`src/rtl/i2cseq_pkg.sv`:
```
package i2cseq_pkg;

    typedef enum logic [2:0] {
        SQ_IDLE,
        SQ_WAIT_START,
        SQ_WAIT_ADDR1,
        SQ_WAIT_ADDR2,
        SQ_WAIT_TXACK,
        SQ_WAIT_RXDATA
    } sq_state_e;

    typedef enum logic [1:0] {
        RES_OK     = 2'd0,
        RES_NODEV  = 2'd1,
        RES_CTLERR = 2'd2,
        RES_ABORT  = 2'd3
    } sq_result_e;

    // Control register bit positions decoded by the I2C master
    localparam int CB_ACK   = 2;
    localparam int CB_STOP  = 4;
    localparam int CB_START = 5;
    localparam int CB_IE    = 7;

    // Status codes posted by the master
    localparam logic [7:0] ST_START    = 8'h08;
    localparam logic [7:0] ST_RESTART  = 8'h10;
    localparam logic [7:0] ST_WA_ACK   = 8'h18;
    localparam logic [7:0] ST_WA_NAK   = 8'h20;
    localparam logic [7:0] ST_WD_ACK   = 8'h28;
    localparam logic [7:0] ST_WD_NAK   = 8'h30;
    localparam logic [7:0] ST_RA_ACK   = 8'h40;
    localparam logic [7:0] ST_RA_NAK   = 8'h48;
    localparam logic [7:0] ST_RD_ACK   = 8'h50;
    localparam logic [7:0] ST_RD_NAK   = 8'h58;
    localparam logic [7:0] ST_WA2_ACK  = 8'hD0;
    localparam logic [7:0] ST_RA2_ACK  = 8'hE0;

    // Control byte: ie, enable(1), start, stop, flag(0), ack, 2'b00
    function automatic logic [7:0] ctl_byte(input logic ie, input logic start,
                                            input logic stop, input logic ack);
        return {ie, 1'b1, start, stop, 1'b0, ack, 2'b00};
    endfunction

endpackage

```
`src/rtl/i2cseq_addr_fmt.sv`:
```
module i2cseq_addr_fmt (
    input  logic [9:0] addr,
    input  logic       ten,
    input  logic       rd,
    output logic [7:0] first_b,
    output logic [7:0] second_b
);
    always_comb begin
        if (ten) first_b = {5'b11110, addr[9:8], rd};
        else     first_b = {addr[6:0], rd};
        second_b = addr[7:0];
    end
endmodule

```
`src/rtl/i2cseq_buffer.sv`:
```
module i2cseq_buffer #(
    parameter int DEPTH = 8,
    parameter int IDX_W = $clog2(DEPTH)
) (
    input  logic             clk,
    input  logic             host_we,
    input  logic [IDX_W-1:0] host_idx,
    input  logic [7:0]       host_wd,
    output logic [7:0]       host_rd,
    input  logic             seq_we,
    input  logic [IDX_W-1:0] seq_idx,
    input  logic [7:0]       seq_wd,
    output logic [7:0]       seq_rd
);
    logic [7:0] mem [DEPTH];

    // Sequencer stores win over host writes in the same cycle
    always_ff @(posedge clk) begin
        if (seq_we)       mem[seq_idx]  <= seq_wd;
        else if (host_we) mem[host_idx] <= host_wd;
    end

    assign host_rd = mem[host_idx];
    assign seq_rd  = mem[seq_idx];
endmodule

```
`src/rtl/i2cseq_fsm.sv`:
```
module i2cseq_fsm
    import i2cseq_pkg::*;
#(
    parameter int DEPTH = 8,
    parameter int IDX_W = $clog2(DEPTH),
    parameter int LEN_W = $clog2(DEPTH + 1)
) (
    input  logic             clk,
    input  logic             rst_n,
    input  logic             go,
    input  logic [9:0]       tgt_addr,
    input  logic             ten_bit,
    input  logic             rd_dir,
    input  logic             no_start,
    input  logic [LEN_W-1:0] byte_cnt,
    input  logic             abort,
    input  logic             stat_vld,
    input  logic [7:0]       stat_code,
    input  logic [7:0]       rx_byte,
    // address formatter
    output logic [9:0]       addr_q,
    output logic             ten_q,
    output logic             rd_q,
    input  logic [7:0]       addr_b1,
    input  logic [7:0]       addr_b2,
    // buffer
    output logic             seq_we,
    output logic [IDX_W-1:0] seq_idx,
    output logic [7:0]       seq_wd,
    input  logic [7:0]       seq_rd,
    // master register writes
    output logic             data_we,
    output logic [7:0]       data_wd,
    output logic             ctrl_we,
    output logic [7:0]       ctrl_wd,
    output logic             done,
    output logic [1:0]       result
);
    sq_state_e        state_q, nxt_state;
    logic [LEN_W-1:0] posn_q, nxt_posn;
    logic [LEN_W-1:0] left_q, nxt_left;
    logic             abort_q, nxt_abort;
    logic             ack_q, nxt_ack;
    sq_result_e       res_q, nxt_res;
    logic [9:0]       nxt_addr;
    logic             nxt_ten, nxt_rd;

    logic             o_dwe, o_cwe, o_done;
    logic [7:0]       o_dwd, o_cwd;

    logic             eff_abort;
    logic             is_start, is_addr2, is_wr_next, is_rd_begin;
    logic             is_rd_data, is_rd_last, is_nodev;
    logic             nack_now;

    assign eff_abort = abort_q | abort;

    // status classification
    always_comb begin
        is_start    = (stat_code == ST_START) || (stat_code == ST_RESTART);
        is_addr2    = ten_q && ((stat_code == ST_WA_ACK) || (stat_code == ST_RA_ACK));
        is_wr_next  = (stat_code == ST_WD_ACK) || (stat_code == ST_WA2_ACK) ||
                      ((stat_code == ST_WA_ACK) && !ten_q);
        is_rd_begin = (stat_code == ST_RA2_ACK) || ((stat_code == ST_RA_ACK) && !ten_q);
        is_rd_data  = (stat_code == ST_RD_ACK);
        is_rd_last  = (stat_code == ST_RD_NAK);
        is_nodev    = (stat_code == ST_WA_NAK) || (stat_code == ST_WD_NAK) ||
                      (stat_code == ST_RA_NAK);
    end

    assign seq_idx = (state_q == SQ_IDLE) ? '0 : posn_q[IDX_W-1:0];
    assign seq_wd  = rx_byte;

    // next-state and action decision
    always_comb begin
        nxt_state = state_q;
        nxt_posn  = posn_q;
        nxt_left  = left_q;
        nxt_abort = abort_q;
        nxt_ack   = ack_q;
        nxt_res   = res_q;
        nxt_addr  = addr_q;
        nxt_ten   = ten_q;
        nxt_rd    = rd_q;
        o_dwe     = 1'b0;
        o_dwd     = 8'h00;
        o_cwe     = 1'b0;
        o_cwd     = 8'h00;
        o_done    = 1'b0;
        seq_we    = 1'b0;
        nack_now  = 1'b0;
        unique case (state_q)
            SQ_IDLE: begin
                nxt_abort = 1'b0;
                if (stat_vld) begin
                    // stray status: release the bus, stay idle
                    o_cwe = 1'b1;
                    o_cwd = ctl_byte(1'b0, 1'b0, 1'b1, ack_q);
                end else if (go) begin
                    nxt_addr = tgt_addr;
                    nxt_ten  = ten_bit;
                    nxt_rd   = rd_dir;
                    nxt_posn = '0;
                    nxt_left = byte_cnt;
                    nxt_ack  = 1'b1;
                    nxt_res  = RES_OK;
                    if (!no_start) begin
                        o_cwe     = 1'b1;
                        o_cwd     = ctl_byte(1'b1, 1'b1, 1'b0, 1'b1);
                        nxt_state = SQ_WAIT_START;
                    end else if (rd_dir) begin
                        nxt_ack   = (byte_cnt != LEN_W'(1));
                        o_cwe     = 1'b1;
                        o_cwd     = ctl_byte(1'b1, 1'b0, 1'b0, nxt_ack);
                        nxt_state = SQ_WAIT_RXDATA;
                    end else if (byte_cnt == '0) begin
                        o_cwe  = 1'b1;
                        o_cwd  = ctl_byte(1'b0, 1'b0, 1'b1, 1'b1);
                        o_done = 1'b1;
                    end else begin
                        o_dwe     = 1'b1;
                        o_dwd     = seq_rd;
                        o_cwe     = 1'b1;
                        o_cwd     = ctl_byte(1'b1, 1'b0, 1'b0, 1'b1);
                        nxt_posn  = LEN_W'(1);
                        nxt_left  = byte_cnt - 1'b1;
                        nxt_state = SQ_WAIT_TXACK;
                    end
                end
            end
            SQ_WAIT_START, SQ_WAIT_ADDR1, SQ_WAIT_ADDR2,
            SQ_WAIT_TXACK, SQ_WAIT_RXDATA: begin
                nxt_abort = eff_abort;
                if (stat_vld) begin
                    if (is_start) begin
                        o_dwe     = 1'b1;
                        o_dwd     = addr_b1;
                        o_cwe     = 1'b1;
                        o_cwd     = ctl_byte(1'b1, 1'b0, 1'b0, ack_q);
                        nxt_state = SQ_WAIT_ADDR1;
                    end else if (is_addr2) begin
                        o_dwe     = 1'b1;
                        o_dwd     = addr_b2;
                        o_cwe     = 1'b1;
                        o_cwd     = ctl_byte(1'b1, 1'b0, 1'b0, ack_q);
                        nxt_state = SQ_WAIT_ADDR2;
                    end else if (is_wr_next) begin
                        if ((left_q == '0) || (eff_abort && (posn_q != '0))) begin
                            o_cwe     = 1'b1;
                            o_cwd     = ctl_byte(1'b0, 1'b0, 1'b1, ack_q);
                            o_done    = 1'b1;
                            nxt_res   = (left_q != '0) ? RES_ABORT : RES_OK;
                            nxt_state = SQ_IDLE;
                        end else begin
                            o_dwe     = 1'b1;
                            o_dwd     = seq_rd;
                            o_cwe     = 1'b1;
                            o_cwd     = ctl_byte(1'b1, 1'b0, 1'b0, ack_q);
                            nxt_posn  = posn_q + 1'b1;
                            nxt_left  = left_q - 1'b1;
                            nxt_state = SQ_WAIT_TXACK;
                        end
                    end else if (is_rd_begin) begin
                        if (left_q == '0) begin
                            o_cwe     = 1'b1;
                            o_cwd     = ctl_byte(1'b0, 1'b0, 1'b1, ack_q);
                            o_done    = 1'b1;
                            nxt_res   = RES_OK;
                            nxt_state = SQ_IDLE;
                        end else begin
                            nack_now  = (left_q == LEN_W'(1)) || eff_abort;
                            nxt_ack   = ack_q & ~nack_now;
                            o_cwe     = 1'b1;
                            o_cwd     = ctl_byte(1'b1, 1'b0, 1'b0, nxt_ack);
                            nxt_state = SQ_WAIT_RXDATA;
                        end
                    end else if (is_rd_data) begin
                        seq_we    = 1'b1;
                        nxt_posn  = posn_q + 1'b1;
                        nxt_left  = (left_q == '0) ? '0 : left_q - 1'b1;
                        nack_now  = (nxt_left == LEN_W'(1)) || eff_abort;
                        nxt_ack   = ack_q & ~nack_now;
                        o_cwe     = 1'b1;
                        o_cwd     = ctl_byte(1'b1, 1'b0, 1'b0, nxt_ack);
                        nxt_state = SQ_WAIT_RXDATA;
                    end else if (is_rd_last) begin
                        seq_we    = 1'b1;
                        nxt_posn  = posn_q + 1'b1;
                        nxt_left  = (left_q == '0) ? '0 : left_q - 1'b1;
                        o_cwe     = 1'b1;
                        o_cwd     = ctl_byte(1'b0, 1'b0, 1'b1, ack_q);
                        o_done    = 1'b1;
                        nxt_res   = (eff_abort && (left_q > LEN_W'(1))) ? RES_ABORT : RES_OK;
                        nxt_state = SQ_IDLE;
                    end else begin
                        o_cwe     = 1'b1;
                        o_cwd     = ctl_byte(1'b0, 1'b0, 1'b1, ack_q);
                        o_done    = 1'b1;
                        nxt_res   = is_nodev ? RES_NODEV : RES_CTLERR;
                        nxt_state = SQ_IDLE;
                    end
                end
            end
            default: nxt_state = SQ_IDLE;
        endcase
    end

    // state register
    always_ff @(posedge clk or negedge rst_n) begin
        if (!rst_n) begin
            state_q <= SQ_IDLE;
            posn_q  <= '0;
            left_q  <= '0;
            abort_q <= 1'b0;
            ack_q   <= 1'b0;
            res_q   <= RES_OK;
            addr_q  <= '0;
            ten_q   <= 1'b0;
            rd_q    <= 1'b0;
        end else begin
            state_q <= nxt_state;
            posn_q  <= nxt_posn;
            left_q  <= nxt_left;
            abort_q <= nxt_abort;
            ack_q   <= nxt_ack;
            res_q   <= nxt_res;
            addr_q  <= nxt_addr;
            ten_q   <= nxt_ten;
            rd_q    <= nxt_rd;
        end
    end

    // output registers
    always_ff @(posedge clk or negedge rst_n) begin
        if (!rst_n) begin
            data_we <= 1'b0;
            data_wd <= 8'h00;
            ctrl_we <= 1'b0;
            ctrl_wd <= 8'h00;
            done    <= 1'b0;
        end else begin
            data_we <= o_dwe;
            data_wd <= o_dwd;
            ctrl_we <= o_cwe;
            ctrl_wd <= o_cwd;
            done    <= o_done;
        end
    end

    assign result = res_q;

    assert_start_after_go_R3: assert property (@(posedge clk) disable iff (!rst_n)
        (ctrl_we && ctrl_wd[CB_START]) |-> ($past(go) && ($past(state_q) == SQ_IDLE)));

    assert_data_with_ctrl_R4: assert property (@(posedge clk) disable iff (!rst_n)
        data_we |-> ctrl_we);

    assert_left_no_wrap_R5: assert property (@(posedge clk) disable iff (!rst_n)
        ((state_q != SQ_IDLE) && ($past(state_q) != SQ_IDLE) && ($past(left_q) == '0))
        |-> (left_q == '0));

    assert_done_in_idle_R8: assert property (@(posedge clk) disable iff (!rst_n)
        done |-> (state_q == SQ_IDLE));

    assert_idle_entry_done_R8: assert property (@(posedge clk) disable iff (!rst_n)
        ((state_q == SQ_IDLE) && ($past(state_q) != SQ_IDLE)) |-> done);

    assert_stop_goes_idle_R12: assert property (@(posedge clk) disable iff (!rst_n)
        (ctrl_we && ctrl_wd[CB_STOP]) |-> (state_q == SQ_IDLE));

    assert_stop_no_ie_R8: assert property (@(posedge clk) disable iff (!rst_n)
        done |-> (ctrl_we && ctrl_wd[CB_STOP] && !ctrl_wd[CB_IE] && !ctrl_wd[CB_START]));

    assert_ack_sticky_R5: assert property (@(posedge clk) disable iff (!rst_n)
        ((state_q != SQ_IDLE) && ($past(state_q) != SQ_IDLE) && !$past(ack_q)) |-> !ack_q);

endmodule

```
`src/rtl/i2c_msg_sequencer.sv`:
```
module i2c_msg_sequencer #(
    parameter  int DEPTH = 8,
    localparam int IDX_W = $clog2(DEPTH),
    localparam int LEN_W = $clog2(DEPTH + 1)
) (
    input  logic             clk,
    input  logic             rst_n,
    input  logic             go,
    input  logic [9:0]       tgt_addr,
    input  logic             ten_bit,
    input  logic             rd_dir,
    input  logic             no_start,
    input  logic [LEN_W-1:0] byte_cnt,
    input  logic             abort,
    input  logic             buf_we,
    input  logic [IDX_W-1:0] buf_idx,
    input  logic [7:0]       buf_wdata,
    output logic [7:0]       buf_rdata,
    input  logic             stat_vld,
    input  logic [7:0]       stat_code,
    input  logic [7:0]       rx_byte,
    output logic             data_we,
    output logic [7:0]       data_wd,
    output logic             ctrl_we,
    output logic [7:0]       ctrl_wd,
    output logic             done,
    output logic [1:0]       result
);
    logic [9:0]       addr_q;
    logic             ten_q, rd_q;
    logic [7:0]       addr_b1, addr_b2;
    logic             seq_we;
    logic [IDX_W-1:0] seq_idx;
    logic [7:0]       seq_wd, seq_rd;

    i2cseq_addr_fmt u_addr (
        .addr     (addr_q),
        .ten      (ten_q),
        .rd       (rd_q),
        .first_b  (addr_b1),
        .second_b (addr_b2)
    );

    i2cseq_buffer #(.DEPTH(DEPTH), .IDX_W(IDX_W)) u_buf (
        .clk      (clk),
        .host_we  (buf_we),
        .host_idx (buf_idx),
        .host_wd  (buf_wdata),
        .host_rd  (buf_rdata),
        .seq_we   (seq_we),
        .seq_idx  (seq_idx),
        .seq_wd   (seq_wd),
        .seq_rd   (seq_rd)
    );

    i2cseq_fsm #(.DEPTH(DEPTH), .IDX_W(IDX_W), .LEN_W(LEN_W)) u_fsm (
        .clk       (clk),
        .rst_n     (rst_n),
        .go        (go),
        .tgt_addr  (tgt_addr),
        .ten_bit   (ten_bit),
        .rd_dir    (rd_dir),
        .no_start  (no_start),
        .byte_cnt  (byte_cnt),
        .abort     (abort),
        .stat_vld  (stat_vld),
        .stat_code (stat_code),
        .rx_byte   (rx_byte),
        .addr_q    (addr_q),
        .ten_q     (ten_q),
        .rd_q      (rd_q),
        .addr_b1   (addr_b1),
        .addr_b2   (addr_b2),
        .seq_we    (seq_we),
        .seq_idx   (seq_idx),
        .seq_wd    (seq_wd),
        .seq_rd    (seq_rd),
        .data_we   (data_we),
        .data_wd   (data_wd),
        .ctrl_we   (ctrl_we),
        .ctrl_wd   (ctrl_wd),
        .done      (done),
        .result    (result)
    );
endmodule

```
`config.mk`:
```
export PLATFORM = sky130hd
export DESIGN_NAME = i2c_msg_sequencer
export DESIGN_NICKNAME = d
export VERILOG_FILES = /design/src/rtl/i2cseq_pkg.sv /design/src/rtl/i2cseq_addr_fmt.sv /design/src/rtl/i2cseq_buffer.sv /design/src/rtl/i2cseq_fsm.sv /design/src/rtl/i2c_msg_sequencer.sv
export SDC_FILE = /design/constraint.sdc
export NUM_CORES = 1
export LEC_CHECK = 0
export ABC_AREA = 1
export BUFFER_PORTS_ARGS = -buffer_cell sky130_fd_sc_hd__buf_2
export CAP_MARGIN = 15
export CORE_MARGIN = 10
export CORE_UTILIZATION = 46
export CTS_BUF_LIST = sky130_fd_sc_hd__clkbuf_8
export DETAILED_ROUTE_END_ITERATION = 10
export PLACE_DENSITY = 0.68
export REMOVE_ABC_BUFFERS = 1
export SYNTH_ARGS = -nofsm -noshare
export SYNTH_HDL_FRONTEND = slang
export SYNTH_HIERARCHICAL = 1
export SYNTH_SLANG_ARGS = --single-unit
export TNS_END_PERCENT = 10
```
`constraint.sdc`:
```
create_clock -name clk -period 2.41 [get_ports clk]
set_clock_uncertainty 0.15 [all_clocks]
set_input_delay 0.241 -clock clk [delete_from_list [all_inputs] [get_ports clk]]
set_output_delay 0.241 -clock clk [all_outputs]
set_load 0.01 [all_outputs]
```
==> results of run 1 <==
worst paths after layout:
kind,start,end,slack (ns)
worst min-delay path,rd_dir,u_fsm/rd_q$_DFFE_PN0P_,0.03
worst min register to register,u_fsm/result[0]$_DFFE_PN0P_,u_fsm/result[0]$_DFFE_PN0P_,0.34
min in group asynchronous,rst_n,u_fsm/ctrl_wd[7]$_DFF_PN0_,0.20
worst max register to register,u_fsm/state_q[1]$_DFFE_PN0P_,u_fsm/data_wd[0]$_DFF_PN0_,0.23
max in group asynchronous,rst_n,u_fsm/addr_q[3]$_DFFE_PN0P_,1.22
worst max-delay path,u_fsm/state_q[1]$_DFFE_PN0P_,u_fsm/data_wd[0]$_DFF_PN0_,0.23
registers in the layout, indices dropped and copies added, names as in the netlist:
name           flops
u_buf/mem         64
u_fsm/abort_q      1
u_fsm/ack_q        1
u_fsm/addr_q      10
u_fsm/ctrl_wd      4
u_fsm/ctrl_we      1
u_fsm/data_wd      8
u_fsm/data_we      1
u_fsm/done         1
u_fsm/left_q       4
u_fsm/posn_q       4
u_fsm/rd_q         1
u_fsm/result       2
u_fsm/state_q      3
u_fsm/ten_q        1
through the flow:
| stage | total power [mW] | hold slack [ns] |
|---|---|---|
| 2_1_floorplan | 4.36 | -0.205 |
| 5_1_grt | 6.93 | 0.0334 |
| 3_5_place_dp | 5.36 | 0.0974 |
| 3_3_place_gp | 5.34 | 0.0925 |
| 6_report | 6.41 | 0.0251 |
| 4_1_cts | 6.40 | 0.0100 |
cells in the mapped netlist (all sizes together) (2+ instances only):
master / count
xor2: 2
nand2: 439
inv: 122
clkbuf: 3
dfrtp: 42
nand3: 108
ha: 7
o21ai: 29
edfxtp: 64
buf: 47
nand4: 6
a21oi: 3
nor2: 63
or2: 7
power groups by stage:
stage                     logic [mW]  registers [mW]  clock network (mW)
after floorplan                 1.90            2.46                   0
after global placement          2.86            2.48                   0
after detailed placement        2.88            2.48                   0
after CTS                       2.90            2.45                1.05
after global routing            3.32            2.48                1.12
final                           2.94            2.45                1.02
cell type report:
type | count | area share
flip-flops and latches | 106 | 0.388
well taps | 184 | 0.0301
clock inverters | 7 | 0.00654
repair buffers | 121 | 0.102
inverters | 123 | 0.0615
clock buffers | 9 | 0.0162
multi-input cells | 673 | 0.396
what timing repair did:
| action | CTS | global route |
|---|---|---|
| setup endpoints to repair | 0 | 52 |
| endpoints found under the hold margin | 34 | 0 |
| gates resized for setup | 0 | 7 |
| hold buffers | 13 | 0 |
routing by layer:
layer,track usage,vias to the layer above,part of all wire
li1,-,3094,-
met4,0.0500,0,0.015
met1,0.247,2768,0.45
met3,0.0360,19,0.085
met5,0,-,0
met2,0.284,246,0.45
worst min-delay path, stage by stage:
cell	delay (ns)
buf_2	0.11
inv_1	0.07
o21ai_0	0.09
cell families after synthesis:
| logic type | synth area share |
|---|---|
| AO/OA/AOI/OAI | 0.0301 |
| XOR/XNOR | 0.00386 |
| adder cells (fa/ha/maj) | 0.0129 |
| buffers and inverters | 0.121 |
| flip-flops | 0.437 |
| other | 0.000551 |
| AND/OR/NAND/NOR | 0.395 |
==> flow_summary.json, run 1 <==
{
  "status": "finished clean",
  "pre_cts_slack_ns": -0.0665,
  "drtIter0Drc": 593,
  "area_growth_pct": 12.5,
  "fin_crit_ns": 2.18,
  "gp_congestion": 0.931,
  "cts_sinks": 106,
  "netSwitchingFraction": 0.442,
  "p_per_area_mw_per_mm2": 837,
  "power.share.clock": 0.159,
  "peakVddDrop_v": 0.000376,
  "seqCellArea_mm2": 0.00297,
  "grtUsageTotal": 0.181,
  "tightest_slew_ns": 0.547,
  "dp.cells": 1194,
  "final_nets": 1091,
  "worstPathMaxFanout": 17,
  "cts_buffer_depth": 2,
  "critPathLaunchType": "register",
  "drc": 0,
  "cts_root_buffer": "clkbuf_8",
  "syn-cell-area_mm2": 0.00681,
  "power_switching_mw": 2.83,
  "multi_input_area_mm2": 0.00303,
  "finalCritPeriodShare": 0.906,
  "fin_setup_tns_ns": 0,
  "io_pins": 79,
  "hold_depth": 3,
  "h-tree-depth": 3,
  "die_h_um": 142,
  "cp_data_required_time_ns": 2.52,
  "slew_violations": 0,
  "r2r_cells": 13,
  "p_int_mw": 3.58,
  "relSlewSlack": 0.635,
  "first_pass_iters": 5,
  "grt_pass1_wl_um": 29200,
  "synth_top_area_frac": 0.282,
  "grt_antenna_before_repair": 0,
  "drv_cap": 0,
  "cpMaxStageDelayCell": "dfrtp_1",
  "seqPwrFrac": 0.382,
  "coreArea_mm2": 0.0145,
  "cts.clk_slew.worst_paths_ns": 0.11,
  "drive_gt1_frac": 0.172,
  "synth_edf_count": 64,
  "wl_um": 18100,
  "synth_seq_cells": 106,
  "fp.dieW_um": 142,
  "initial_core_util": 0.468,
  "synth.avg_cell_area_um2": 7.16,
  "rows": 44,
  "overflow": 0,
  "critPathBufInv": 2,
  "fill_cells": 1409,
  "dpl_cell_area_mm2": 0.00734,
  "ys_warn_count": 6,
  "fin_ws_ns": 0.227,
  "leakage_nw": 4.13,
  "cp.arrival_ns": 2.29,
  "final_cell_mix": "421 x nand2_1, 112 x inv_1, 103 x nand3_1, 75 x buf_2, 64 x edfxtp_1",
  "yosysSeqAreaShare": 0.437,
  "yosys.cell_types.count": 36,
  "critPathMostFrequentCell": "nand2_1",
  "place.port_buffers": 75,
  "max_stage_delay_ns": 0.40,
  "fmax_ghz": 0.458,
  "cts_tree": "built",
  "dp_hpwl_um": 13500,
  "hold_viol": 0,
  "numCtsBuffers": 9,
  "diodes": 0,
  "post-cts-setup-buffers": 0,
  "grt_pass1_vias": 5767,
  "vias": 6127,
  "setup_viol": 0,
  "cp.depth": 13,
  "critical-path-top-delay-family": "simple AND/OR/NAND/NOR gates",
  "drtAntennaViolNets": 0,
  "power_frac_comb": 0.459,
  "clock_latency_ns": 0.39,
  "cp-end-kind": "register",
  "ys.flop_type": "edfxtp_1",
  "final_cells": 1223,
  "netlist_top_cells_area": "edfxtp_1 28%, nand2_1 23%, dfrtp_1 15%, nand3_1 7.6%, inv_1 6.1%",
  "rsz0062_at_grt": "no",
  "viasPerCell": 5.01,
  "grt_max_degree": 33,
  "async_reset_ff_frac": 0.396,
  "synth_cells": 950,
  "dieArea_mm2": 0.0201,
  "final_area_mm2": 0.00765,
  "path_class": "register to register",
  "yosysTopAreaCell": "edfxtp_1",
  "layout_commonest_cell": "nand2_1",
  "hold_path.class": "input pin to register",
  "avgRoutedWirePerCell_um": 14.8,
  "path_cells": "nor2_2 -> nand2_4 -> inv_2 -> nor2_1 -> clkinv_2 -> nand3_1 -> nand2_1 -> nand2_1 -> nand2_1 -> nand2_1 -> nand3_1 -> nand2_1 -> nand2_1",
  "fin_util": 0.527
}
Note: power is estimated with default switching activity, not from simulation.
==> run 2: changes to the inputs <==
==> constraint.sdc (replaced) <==
create_clock -name clk -period 2.41 [get_ports clk]
set_clock_uncertainty 0.15 [all_clocks]
set_input_delay 0.1205 -clock clk [delete_from_list [all_inputs] [get_ports clk]]
set_output_delay 0.1205 -clock clk [all_outputs]
set_load 0.01 [all_outputs]
==> run 2 against run 1 <==
Combinational power about the same. Via count down 0.31%. Clock power up 20%. Wire length down 0.78%. Core utilization up 0.27 points.
==> flow_summary.json, run 2 (synthesized netlist as in run 1, its figures left out) <==
{
  "path_class": "register to register",
  "coreArea_mm2": 0.0145,
  "gp_congestion": 0.915,
  "cts_root_buffer": "clkbuf_8",
  "viasPerCell": 4.99,
  "relSlewSlack": 0.368,
  "first_pass_iters": 5,
  "rsz0062_at_grt": "no",
  "place.port_buffers": 75,
  "drc": 0,
  "avgRoutedWirePerCell_um": 14.7,
  "holdWs_ns": 0.0503,
  "final_nets": 1092,
  "dieArea_mm2": 0.0201,
  "grt_pass1_wl_um": 29300,
  "fin_util": 0.529,
  "numCtsBuffers": 9,
  "fin_crit_ns": 2.23,
  "cts_tree": "built",
  "clock_latency_ns": 0.40,
  "vias": 6108,
  "area_growth_pct": 13.0,
  "final_cell_mix": "421 x nand2_1, 111 x inv_1, 103 x nand3_1, 75 x buf_2, 64 x edfxtp_1",
  "p_per_area_mw_per_mm2": 855,
  "setup_viol": 0,
  "cp_data_required_time_ns": 2.54,
  "overflow": 0,
  "largest_reg_flops": 64,
  "fin_ws_ns": 0.176,
  "grt_pass1_vias": 5644,
  "grt_antenna_before_repair": 0,
  "hold_path.class": "input pin to register",
  "largestRegisters": "u_buf/mem x64, u_fsm/addr_q x10, u_fsm/data_wd x8",
  "grtUsageTotal": 0.182,
  "wl_um": 18000,
  "pre_cts_slack_ns": 0.0154,
  "fmax_ghz": 0.448,
  "drive_gt1_frac": 0.167,
  "cp.arrival_ns": 2.36,
  "io_pins": 79,
  "cts_sinks": 106,
  "layout_commonest_cell": "nand2_1",
  "regMostFlops": "u_buf/mem",
  "initial_core_util": 0.468,
  "cts.clk_slew.worst_paths_ns": 0.10,
  "drtIter0Drc": 668,
  "slew_violations": 0,
  "fp.dieW_um": 142,
  "cts_buffer_depth": 2,
  "peakVddDrop_v": 0.000375,
  "rows": 44,
  "die_h_um": 142,
  "post-cts-setup-buffers": 0,
  "grt_max_degree": 43,
  "critPathLaunchType": "register",
  "drtAntennaViolNets": 0,
  "finalCritPeriodShare": 0.927,
  "dp_hpwl_um": 13300,
  "hold_viol": 0,
  "tightest_slew_ns": 0.948,
  "worstPathMaxFanout": 14,
  "drv_cap": 0,
  "cp-end-kind": "register",
  "leakage_nw": 4.13,
  "diodes": 0,
  "h-tree-depth": 3,
  "status": "finished clean"
}
==> run 2: power breakdown <==
group | internal [mW] | switching (mW)
sequential | 2.24 | 0.206
combinational | 0.943 | 1.97
clock | 0.584 | 0.637
total | 3.76 | 2.81
==> run 2: layout make-up <==
cell class,count,area [µm²]
multi-input cells,673,3030
inverters,123,469
clock buffers,9,124
clock inverters,6,90.1
flip-flops and latches,106,2970
fillers,1436,6840
well taps,184,230
repair buffers,122,777
==> run 2: layer usage <==
layer  vias to the layer above  track usage  wire length, µm
met3                        22       0.0304             1020
met5                         -            0                0
li1                       3098            -                -
met4                         0       0.0689              330
met1                      2789        0.250             8440
met2                       199        0.280             8190
==> run 2: worst max-delay path, stage by stage, from the launching register on <==
cell and delay (ns):
dfrtp_1 0.41, nor2_2 0.12, nand2_2 0.12, inv_2 0.15, nor2_2 0.07, inv_2 0.23
buf_4 0.20, nand2_1 0.06, nand3_1 0.07, nand2_1 0.07, nand2_1 0.06, nand2_1 0.12
nand2_1 0.09, nand3_1 0.06, nand2_1 0.06, nand2_1 0.08
==> run 2: timing repair <==
item	in CTS	in global routing
hold buffers	18	0
endpoints found under the hold margin	63	0
gates resized for setup	0	6
endpoints found under the setup margin	0	64
==> run 2: final timing paths <==
kind	startpoint	end	slack, ns	depth (start not counted)
min reg2reg	u_fsm/result[0]$_DFFE_PN0P_	u_fsm/result[0]$_DFFE_PN0P_	0.34	2
min	byte_cnt[2]	u_fsm/done$_DFF_PN0_	0.05	4
min in group asynchronous	rst_n	u_fsm/ctrl_wd[5]$_DFF_PN0_	0.25	2
max	u_fsm/state_q[0]$_DFFE_PN0P_	u_fsm/data_wd[0]$_DFF_PN0_	0.18	15
max in group asynchronous	rst_n	u_fsm/data_wd[1]$_DFF_PN0_	1.26	2
max reg2reg	u_fsm/state_q[0]$_DFFE_PN0P_	u_fsm/data_wd[0]$_DFF_PN0_	0.18	15
==> run 2: stage by stage <==
stage / area, µm² / std cells / power (mW) / setup TNS, ns
floorplan: 6460 / 902 / 4.36 / -53.21
global placement: 7280 / 1190 / 5.30 / 0
detailed placement: 7280 / 1190 / 5.33 / 0
CTS: 7680 / 1223 / 6.58 / 0
global route: 7690 / 1223 / 7.08 / 0
finish: 7690 / 1223 / 6.57 / 0
